File: src/rtl/bitpack_pkg.sv
package bitpack_pkg;
  localparam int DEF_IN_W  = 32;
  localparam int DEF_OUT_W = 16;

  function automatic int rank_width(input int in_w);
    return $clog2(in_w + 1);
  endfunction
endpackage

File: src/rtl/bc_rank.sv
module bc_rank #(
  parameter int IN_W = bitpack_pkg::DEF_IN_W,
  localparam int RW  = bitpack_pkg::rank_width(IN_W)
) (
  input  logic [IN_W-1:0]          en,
  output logic [IN_W-1:0][RW-1:0]  rank,
  output logic [RW-1:0]            total
);
  // rank[i] counts the enabled positions strictly below i
  assign rank[0] = '0;
  for (genvar i = 1; i < IN_W; i++) begin : g_prefix
    assign rank[i] = rank[i-1] + RW'(en[i-1]);
  end
  assign total = rank[IN_W-1] + RW'(en[IN_W-1]);
endmodule

File: src/rtl/bc_pack.sv
module bc_pack #(
  parameter int IN_W  = bitpack_pkg::DEF_IN_W,
  parameter int OUT_W = bitpack_pkg::DEF_OUT_W,
  localparam int RW   = bitpack_pkg::rank_width(IN_W)
) (
  input  logic [IN_W-1:0]          din,
  input  logic [IN_W-1:0]          en,
  input  logic [IN_W-1:0][RW-1:0]  rank,
  output logic [OUT_W-1:0]         word
);
  // each output slot selects the single enabled input whose rank matches it;
  // inputs ranked OUT_W or beyond match no slot and fall away
  for (genvar k = 0; k < OUT_W; k++) begin : g_slot
    logic [IN_W-1:0] hit;
    for (genvar i = 0; i < IN_W; i++) begin : g_src
      assign hit[i] = en[i] && (rank[i] == RW'(k)) && din[i];
    end
    assign word[k] = |hit;
  end
endmodule

File: src/rtl/bc_outreg.sv
module bc_outreg #(
  parameter int IN_W  = bitpack_pkg::DEF_IN_W,
  parameter int OUT_W = bitpack_pkg::DEF_OUT_W,
  localparam int RW   = bitpack_pkg::rank_width(IN_W),
  localparam int CW   = $clog2(OUT_W + 1)
) (
  input  logic             clk,
  input  logic             rst,
  input  logic [OUT_W-1:0] word,
  input  logic [RW-1:0]    total,
  output logic [OUT_W-1:0] q_word,
  output logic [CW-1:0]    q_cnt,
  output logic             q_ov
);
  logic            too_many;
  logic [CW-1:0]   sat_cnt;

  assign too_many = total > RW'(OUT_W);
  assign sat_cnt  = too_many ? CW'(OUT_W) : CW'(total);

  always_ff @(posedge clk) begin
    if (rst) begin
      q_word <= '0;
      q_cnt  <= '0;
      q_ov   <= 1'b0;
    end else begin
      q_word <= word;
      q_cnt  <= sat_cnt;
      q_ov   <= too_many;
    end
  end
endmodule

File: src/rtl/bit_compactor.sv
module bit_compactor #(
  parameter int IN_W  = bitpack_pkg::DEF_IN_W,
  parameter int OUT_W = bitpack_pkg::DEF_OUT_W,
  localparam int RW   = bitpack_pkg::rank_width(IN_W),
  localparam int CW   = $clog2(OUT_W + 1)
) (
  input  logic             clk,
  input  logic             rst,
  input  logic [IN_W-1:0]  data_in,
  input  logic [IN_W-1:0]  en_mask,
  output logic [OUT_W-1:0] packed_out,
  output logic [CW-1:0]    placed_cnt,
  output logic             overflow
);
  logic [IN_W-1:0][RW-1:0] rank;
  logic [RW-1:0]           total;
  logic [OUT_W-1:0]        word;

  bc_rank #(.IN_W(IN_W)) u_rank (
    .en    (en_mask),
    .rank  (rank),
    .total (total)
  );

  bc_pack #(.IN_W(IN_W), .OUT_W(OUT_W)) u_pack (
    .din  (data_in),
    .en   (en_mask),
    .rank (rank),
    .word (word)
  );

  bc_outreg #(.IN_W(IN_W), .OUT_W(OUT_W)) u_outreg (
    .clk    (clk),
    .rst    (rst),
    .word   (word),
    .total  (total),
    .q_word (packed_out),
    .q_cnt  (placed_cnt),
    .q_ov   (overflow)
  );
endmodule

File: config.mk
export PLATFORM = sky130hd
export DESIGN_NAME = bit_compactor
export DESIGN_NICKNAME = d
export VERILOG_FILES = /design/src/rtl/bitpack_pkg.sv /design/src/rtl/bc_rank.sv /design/src/rtl/bc_pack.sv /design/src/rtl/bc_outreg.sv /design/src/rtl/bit_compactor.sv
export SDC_FILE = /design/constraint.sdc
export NUM_CORES = 1
export LEC_CHECK = 0
export ABC_AREA = 0
export BUFFER_PORTS_ARGS = -buffer_cell sky130_fd_sc_hd__buf_2
export CELL_PAD_IN_SITES_DETAIL_PLACEMENT = 1
export CELL_PAD_IN_SITES_GLOBAL_PLACEMENT = 2
export CORE_ASPECT_RATIO = 0.5
export CORE_MARGIN = 8
export CORE_UTILIZATION = 25
export CTS_CLUSTER_SIZE = 14
export DETAILED_ROUTE_END_ITERATION = 12
export GPL_TIMING_DRIVEN = 0
export PLACE_DENSITY_LB_ADDON = 0.1
export RECOVER_POWER = 25
export SKIP_CTS_REPAIR_TIMING = 1
export SLEW_MARGIN = 5
export SYNTH_ARGS = -nofsm -noshare
export SYNTH_HDL_FRONTEND = slang
export SYNTH_HIERARCHICAL = 1
export SYNTH_SLANG_ARGS = --single-unit
File: constraint.sdc
create_clock -name clk -period 37.2 [get_ports clk]
set_input_delay 5.58 -clock clk [delete_from_list [all_inputs] [get_ports clk]]
set_output_delay 5.58 -clock clk [all_outputs]
set_load 0.01 [all_outputs]
==> flow_metrics.tcl, run 1 <==
set metrics [dict create \
    status "finished, violations left" \
    violations "max-capacitance violations, max-slew violations" \
    start_util_pct 25.2 \
    worstPathRequired_ns 37.38 \
    synth-simple-area-share_pct 50.4 \
    whs_endpoint "u_outreg/q_word[10]$_SDFF_PP0_" \
    drc 0 \
    dp_cells 2267 \
    cts_max_level 1 \
    dieArea_um2 52700 \
    hold_path_class "primary input to flip-flop" \
    wl_met3_um 7830 \
    root_buffer "clkbuf_16" \
    slew_headroom_pct -7.28 \
    max_slew.worst_pin.slew_ns 1.60 \
    yosys.area_share.adder_pct 6.82 \
    overflow 0 \
    num_vias 14500 \
    hpwl_um 71200 \
    drive_gt1_share_pct 14.2 \
    wl_met2_um 31700 \
    stdcell_count 2274 \
    synth_top_family_by_area "simple AND/OR/NAND/NOR gates" \
    io_pins 88 \
    clk_path_buf_depth 2 \
    finalSetupViolCount 0 \
    grt_pass1_vias 13500 \
    synth.distinct_cells 118 \
    nets 1801 \
    avgViaCountPerCell 6.39 \
    cp-end-kind "flip-flop" \
    path_clk_slew_ns 0.09 \
    synth_area_um2 11300 \
    min_period_ns 25.31 \
    coreArea_um2 44900 \
    wl_per_cell_um 35.6 \
    drtIter0Drc 1815 \
    synth_top_flop_cell "dfxtp_1" \
    hp-start "rst" \
    critPathArrivalTime_ns 25.49 \
    syn_inst 1551 \
    maxCapViolCount 3 \
    syn_avg_cell_area_um2 7.28 \
    setup_ws_ns 11.89 \
    met1_length_um 40300 \
    cts_tree "yes" \
    synth.ff_latch_count 22 \
    die_h_um 166 \
    place_ws_ns 12.38 \
    slowest_stage "xor2_1" \
    routed_wl_um 81000 \
    io_buffers 87 \
    fin_crit_sh_pct 68.0 \
    die_width_um 317 \
    ys_seq_area_share_pct 3.90 \
    max_freq_ghz 0.0395 \
    synth_compound_area_share_pct 17.9 \
    rows 55 \
    gp_congestion 1.04 \
    critPathMaxStageDelay_ns 1.27 \
    hold_viol 0 \
    ant_nets 0 \
    maxSlewViolCount 18 \
    path_max_fanout 12 \
    cts.sinks 22 \
    top_layer_used "met5" \
    firstDrtPassIters 5 \
    track_usage_pct 29.2 \
    async_reset_ff_share_pct 0 \
    area.growth.synth_to_final_pct 13.7 \
    cp_common_cell "ha_1" \
    synth_edf_count 0 \
    grt_max_degree 18 \
    yosys-mux-area-fraction_pct 1.06 \
    hold_depth 2 \
    rsz0062_at_grt "no" \
    numCtsBuffers 3 \
    antenna_found_initial 10 \
    crit_type "primary input to flip-flop" \
    cp-start-kind "primary input" \
    fin_tns_setup_ns 0 \
    synth_xor_xnor_area_share_pct 14.9 \
    grt_first_pass_wirelength_um 110000 \
    finish.utilization_pct 28.6 \
    ys_warn_count 6 \
]
-- layer usage --
layer / vias to the layer above / global-route usage, %
li1: 6295 / -
met1: 7431 / 46.0
met2: 717 / 40.1
met3: 73 / 6.31
met4: 4 / 3.72
met5: - / 0
-- cells in the mapped netlist, types with 30 or more instances --
library cell | n | area, um^2
o21ai_0 | 43 | 215
clkbuf_1 | 37 | 139
nor4b_1 | 36 | 315
nor2_1 | 102 | 383
nor2b_1 | 61 | 382
nand4b_1 | 32 | 280
xnor2_1 | 58 | 508
nor4bb_1 | 39 | 390
nor4_1 | 30 | 188
xor2_1 | 38 | 333
nand4_1 | 113 | 707
nand2b_1 | 42 | 263
nand2_1 | 155 | 582
nand3_1 | 95 | 475
o22ai_1 | 51 | 319
ha_1 | 60 | 751
nor3_1 | 49 | 245
-- how the worst max path moves through the flow --
stage                     startpoint                       endpoint  slack (ns)  depth (start not counted)
after floorplan           en_mask[0]  u_outreg/q_word[6]$_SDFF_PP0_       17.91                         45
after global routing      en_mask[0]  u_outreg/q_word[4]$_SDFF_PP0_       11.60                         44
final                     en_mask[0]  u_outreg/q_word[4]$_SDFF_PP0_       11.89                         41
after detailed placement  en_mask[0]  u_outreg/q_word[4]$_SDFF_PP0_       12.38                         44
after CTS                 en_mask[0]  u_outreg/q_word[4]$_SDFF_PP0_       12.64                         44
after global placement    en_mask[0]  u_outreg/q_word[4]$_SDFF_PP0_       12.66                         44
-- state kept, by name (all words and copies together) (netlist names) --
register,flops
u_outreg/q_ov,1
u_outreg/q_cnt,5
u_outreg/q_word,16
-- metrics by stage --
stage,instance area [um^2],hold WS (ns)
6_report,12800,5.71
5_1_grt,12800,5.71
4_1_cts,12800,5.69
3_5_place_dp,12700,5.98
3_3_place_gp,12600,5.98
2_1_floorplan,11400,5.65
-- cell usage in the layout, fill, tap and decap left out, types with 32 or more instances in the layout --
cell,instances
buf_2,86
buf_4,35
clkbuf_1,48
ha_1,60
nand2_1,155
nand2b_1,42
nand3_1,95
nand4_1,113
nand4b_1,32
nor2_1,102
nor2b_1,61
nor3_1,49
nor4bb_1,35
o21ai_0,43
o22ai_1,51
xnor2_1,57
xor2_1,38
-- logic make-up after synthesis --
family,after synthesis
AOI/OAI and AO/OA,277
xor gates and xnor gates,135
adders and majority gates,61
buffers and inverters,114
DFF,22
muxes,11
other,1
and+or+nand+nor,930
-- layout make-up --
class                   count  area (um^2)
inverters                  36          135
diodes                      3         7.51
clock buffers               3         75.1
well taps                 598          748
clock inverters             1         30.0
flip-flops and latches     22          440
repair buffers             97          504
fillers                  5548        32000
plain buffers              78          418
multi-input cells        1436        10500
-- critical path, delay by kind of cell --
kind / cells / cell delay [ns]
XOR/XNOR: 9 / 5.24
buffers and inverters: 1 / 0.19
adder cells (fa/ha/maj): 24 / 11.80
AND/OR/NAND/NOR: 7 / 2.60
Power of run 1 is left out: the tool's default activity adds up to more than one toggle a clock period on the data nets, which glitch-free logic cannot reach.
==> inputs of run 2 (changes only) <==
--- a/config.mk
+++ b/config.mk
@@ -5,7 +5,7 @@
 export SDC_FILE = /design/constraint.sdc
 export NUM_CORES = 1
 export LEC_CHECK = 0
-export ABC_AREA = 0
+export ABC_AREA = 1
 export BUFFER_PORTS_ARGS = -buffer_cell sky130_fd_sc_hd__buf_2
 export CELL_PAD_IN_SITES_DETAIL_PLACEMENT = 1
 export CELL_PAD_IN_SITES_GLOBAL_PLACEMENT = 2
==> constraint.sdc (replaced) <==
create_clock -name clk -period 26.2 [get_ports clk]
set_input_delay 3.93 -clock clk [delete_from_list [all_inputs] [get_ports clk]]
set_output_delay 3.93 -clock clk [all_outputs]
set_load 0.01 [all_outputs]
==> run 2 against run 1 <==
The flow now finishes without violations. Setup slack got worse by 4.3 ns. Synthesized area grew 20%. Highest routed layer is now met4. Critical path type unchanged. Core utilization decreased by 0.61 points.
==> flow_metrics.tcl, run 2 <==
set metrics [dict create \
    status "finished clean" \
    drive_gt1_share_pct 11.4 \
    cp-end-kind "flip-flop" \
    io_pins 88 \
    synth_top_family_by_area "simple AND/OR/NAND/NOR gates" \
    numCtsBuffers 3 \
    holdWs_ns 3.90 \
    track_usage_pct 19.3 \
    hold_viol 0 \
    drtIter0Drc 918 \
    die_h_um 181 \
    wl_per_cell_um 16.2 \
    slew_headroom_pct 59.9 \
    fin_area_um2 15000 \
    area.growth.synth_to_final_pct 11.0 \
    rsz0062_at_grt "no" \
    yosys.area_share.adder_pct 5.69 \
    rows 60 \
    placed_area_um2 15000 \
    synth_largest_area_cell "nand2_1" \
    final_cell_mix "nand2_1 (1,376), nor2_1 (732), inv_1 (401), nand2_2 (135), nand3_1 (112)" \
    async_reset_ff_share_pct 0 \
    final_common_cell "nand2_1" \
    finalSetupViolCount 0 \
    die_width_um 345 \
    io_buffers 86 \
    top_regs "u_outreg/q_word x16, u_outreg/q_cnt x5, u_outreg/q_ov x1" \
    syn_inst 3006 \
    synth_edf_count 0 \
    hold_depth 2 \
    nets 3245 \
    cts_max_level 1 \
    ant_nets 0 \
    overflow 0 \
    slowest_stage "fa_1" \
    gp_congestion 0.883 \
    maxCapViolCount 0 \
    maxSlewViolCount 0 \
    grt_first_pass_wirelength_um 95900 \
    synth_area_um2 13600 \
    drc 0 \
    largest_reg_flops 16 \
    syn_avg_cell_area_um2 4.51 \
    fin_crit_sh_pct 71.2 \
    path_clk_slew_ns 0.07 \
    cp-start-kind "primary input" \
    cts_tree "yes" \
    num_vias 16900 \
    synth-simple-area-share_pct 74.9 \
    grt_max_degree 14 \
    coreArea_um2 53700 \
    antennaDiodeCount 0 \
    antenna_found_initial 1 \
    cp_common_cell "ha_1" \
    clk_path_buf_depth 2 \
    synth_area_leaders "nand2_1 (38%), nor2_1 (20%), inv_1 (11%)" \
    crit_type "primary input to flip-flop" \
    max_slew.worst_pin.slew_ns 0.598 \
    avgViaCountPerCell 4.42 \
    synth_top_cells_by_count "nand2_1 (1,376), nor2_1 (732), inv_1 (401)" \
    critPathMaxStageDelay_ns 0.84 \
    hold_path_class "primary input to flip-flop" \
    synth.ff_latch_count 22 \
    synth.distinct_cells 25 \
    synth_xor_xnor_area_share_pct 0.129 \
    critPathArrivalTime_ns 18.82 \
    synth_top_area_share_pct 38.1 \
    start_util_pct 25.2 \
    synth_top_flop_cell "dfxtp_1" \
    dp_cells 3826 \
    synth.most_common_cell "nand2_1" \
    dieArea_um2 62400 \
    hpwl_um 56400 \
    ys_warn_count 6 \
    max_freq_ghz 0.0536 \
    root_buffer "clkbuf_16" \
    synth_compound_area_share_pct 0.323 \
    min_period_ns 18.65 \
    stdcell_count 3830 \
    routed_wl_um 62200 \
    path_max_fanout 10 \
    regMostFlops "u_outreg/q_word" \
    yosys-mux-area-fraction_pct 0 \
    grt_pass1_vias 16800 \
    fin_tns_setup_ns 0 \
    cts.sinks 22 \
    firstDrtPassIters 5 \
    worstPathRequired_ns 26.37 \
    ys_seq_area_share_pct 3.25 \
]
## run 2: changes by cell type in the layout (fill, tap and decap cells not counted), moves of 40 or more
| cell | before | now |
|---|---|---|
| nor3_1 | 49 | 0 |
| nand4_1 | 113 | 8 |
| nand2b_1 | 42 | 0 |
| o22ai_1 | 51 | 0 |
| xnor2_1 | 57 | 2 |
| nand2_1 | 155 | 1376 |
| nand2_2 | 1 | 135 |
| nor2_1 | 102 | 732 |
| o21ai_0 | 43 | 3 |
| inv_1 | 27 | 401 |
| nor2b_1 | 61 | 0 |
## run 2: cell type report
class	count	area, um^2
repair buffers	86	417
inverters	416	1560
well taps	713	892
clock inverters	1	30.0
flip-flops and latches	22	440
plain buffers	57	564
multi-input cells	2532	11100
clock buffers	3	75.1
fillers	7730	38600
## run 2: kinds of logic after synthesis
family          count (synthesis)
simple gates                 2439
buf+inv                       473
flops                          22
other cells                     1
compound gates                  8
fa+ha+maj                      61
xor+xnor                        2
## run 2: path summary, 6_finish.rpt
path              startpoint                        endpoint  slack, ns
setup / recovery  en_mask[0]   u_outreg/q_word[1]$_SDFF_PP0_       7.55
hold / removal           rst  u_outreg/q_word[13]$_SDFF_PP0_       3.90
## run 2: per-stage QoR
step	setup WS, ns	util (%)
after floorplan	10.95	-
after global placement	7.53	27.9
after detailed placement	7.39	27.9
after CTS	7.64	28.1
after global routing	6.78	28.0
final	7.55	28.0
## run 2: critical path: cells and delay by family
family,cells,cell delay [ns]
adders and majority gates,30,12.64
buffers and inverters,6,0.54
and+or+nand+nor,13,1.66
## run 2: per-layer routing
layer	GRT usage [%]	share of wire, %	routed length [um]
met1	29.8	56	34600
met2	30.1	41	25400
met3	1.33	3.1	1950
met4	1.13	0.43	267
met5	0	0	0
Power of run 2 is left out for the same reason.
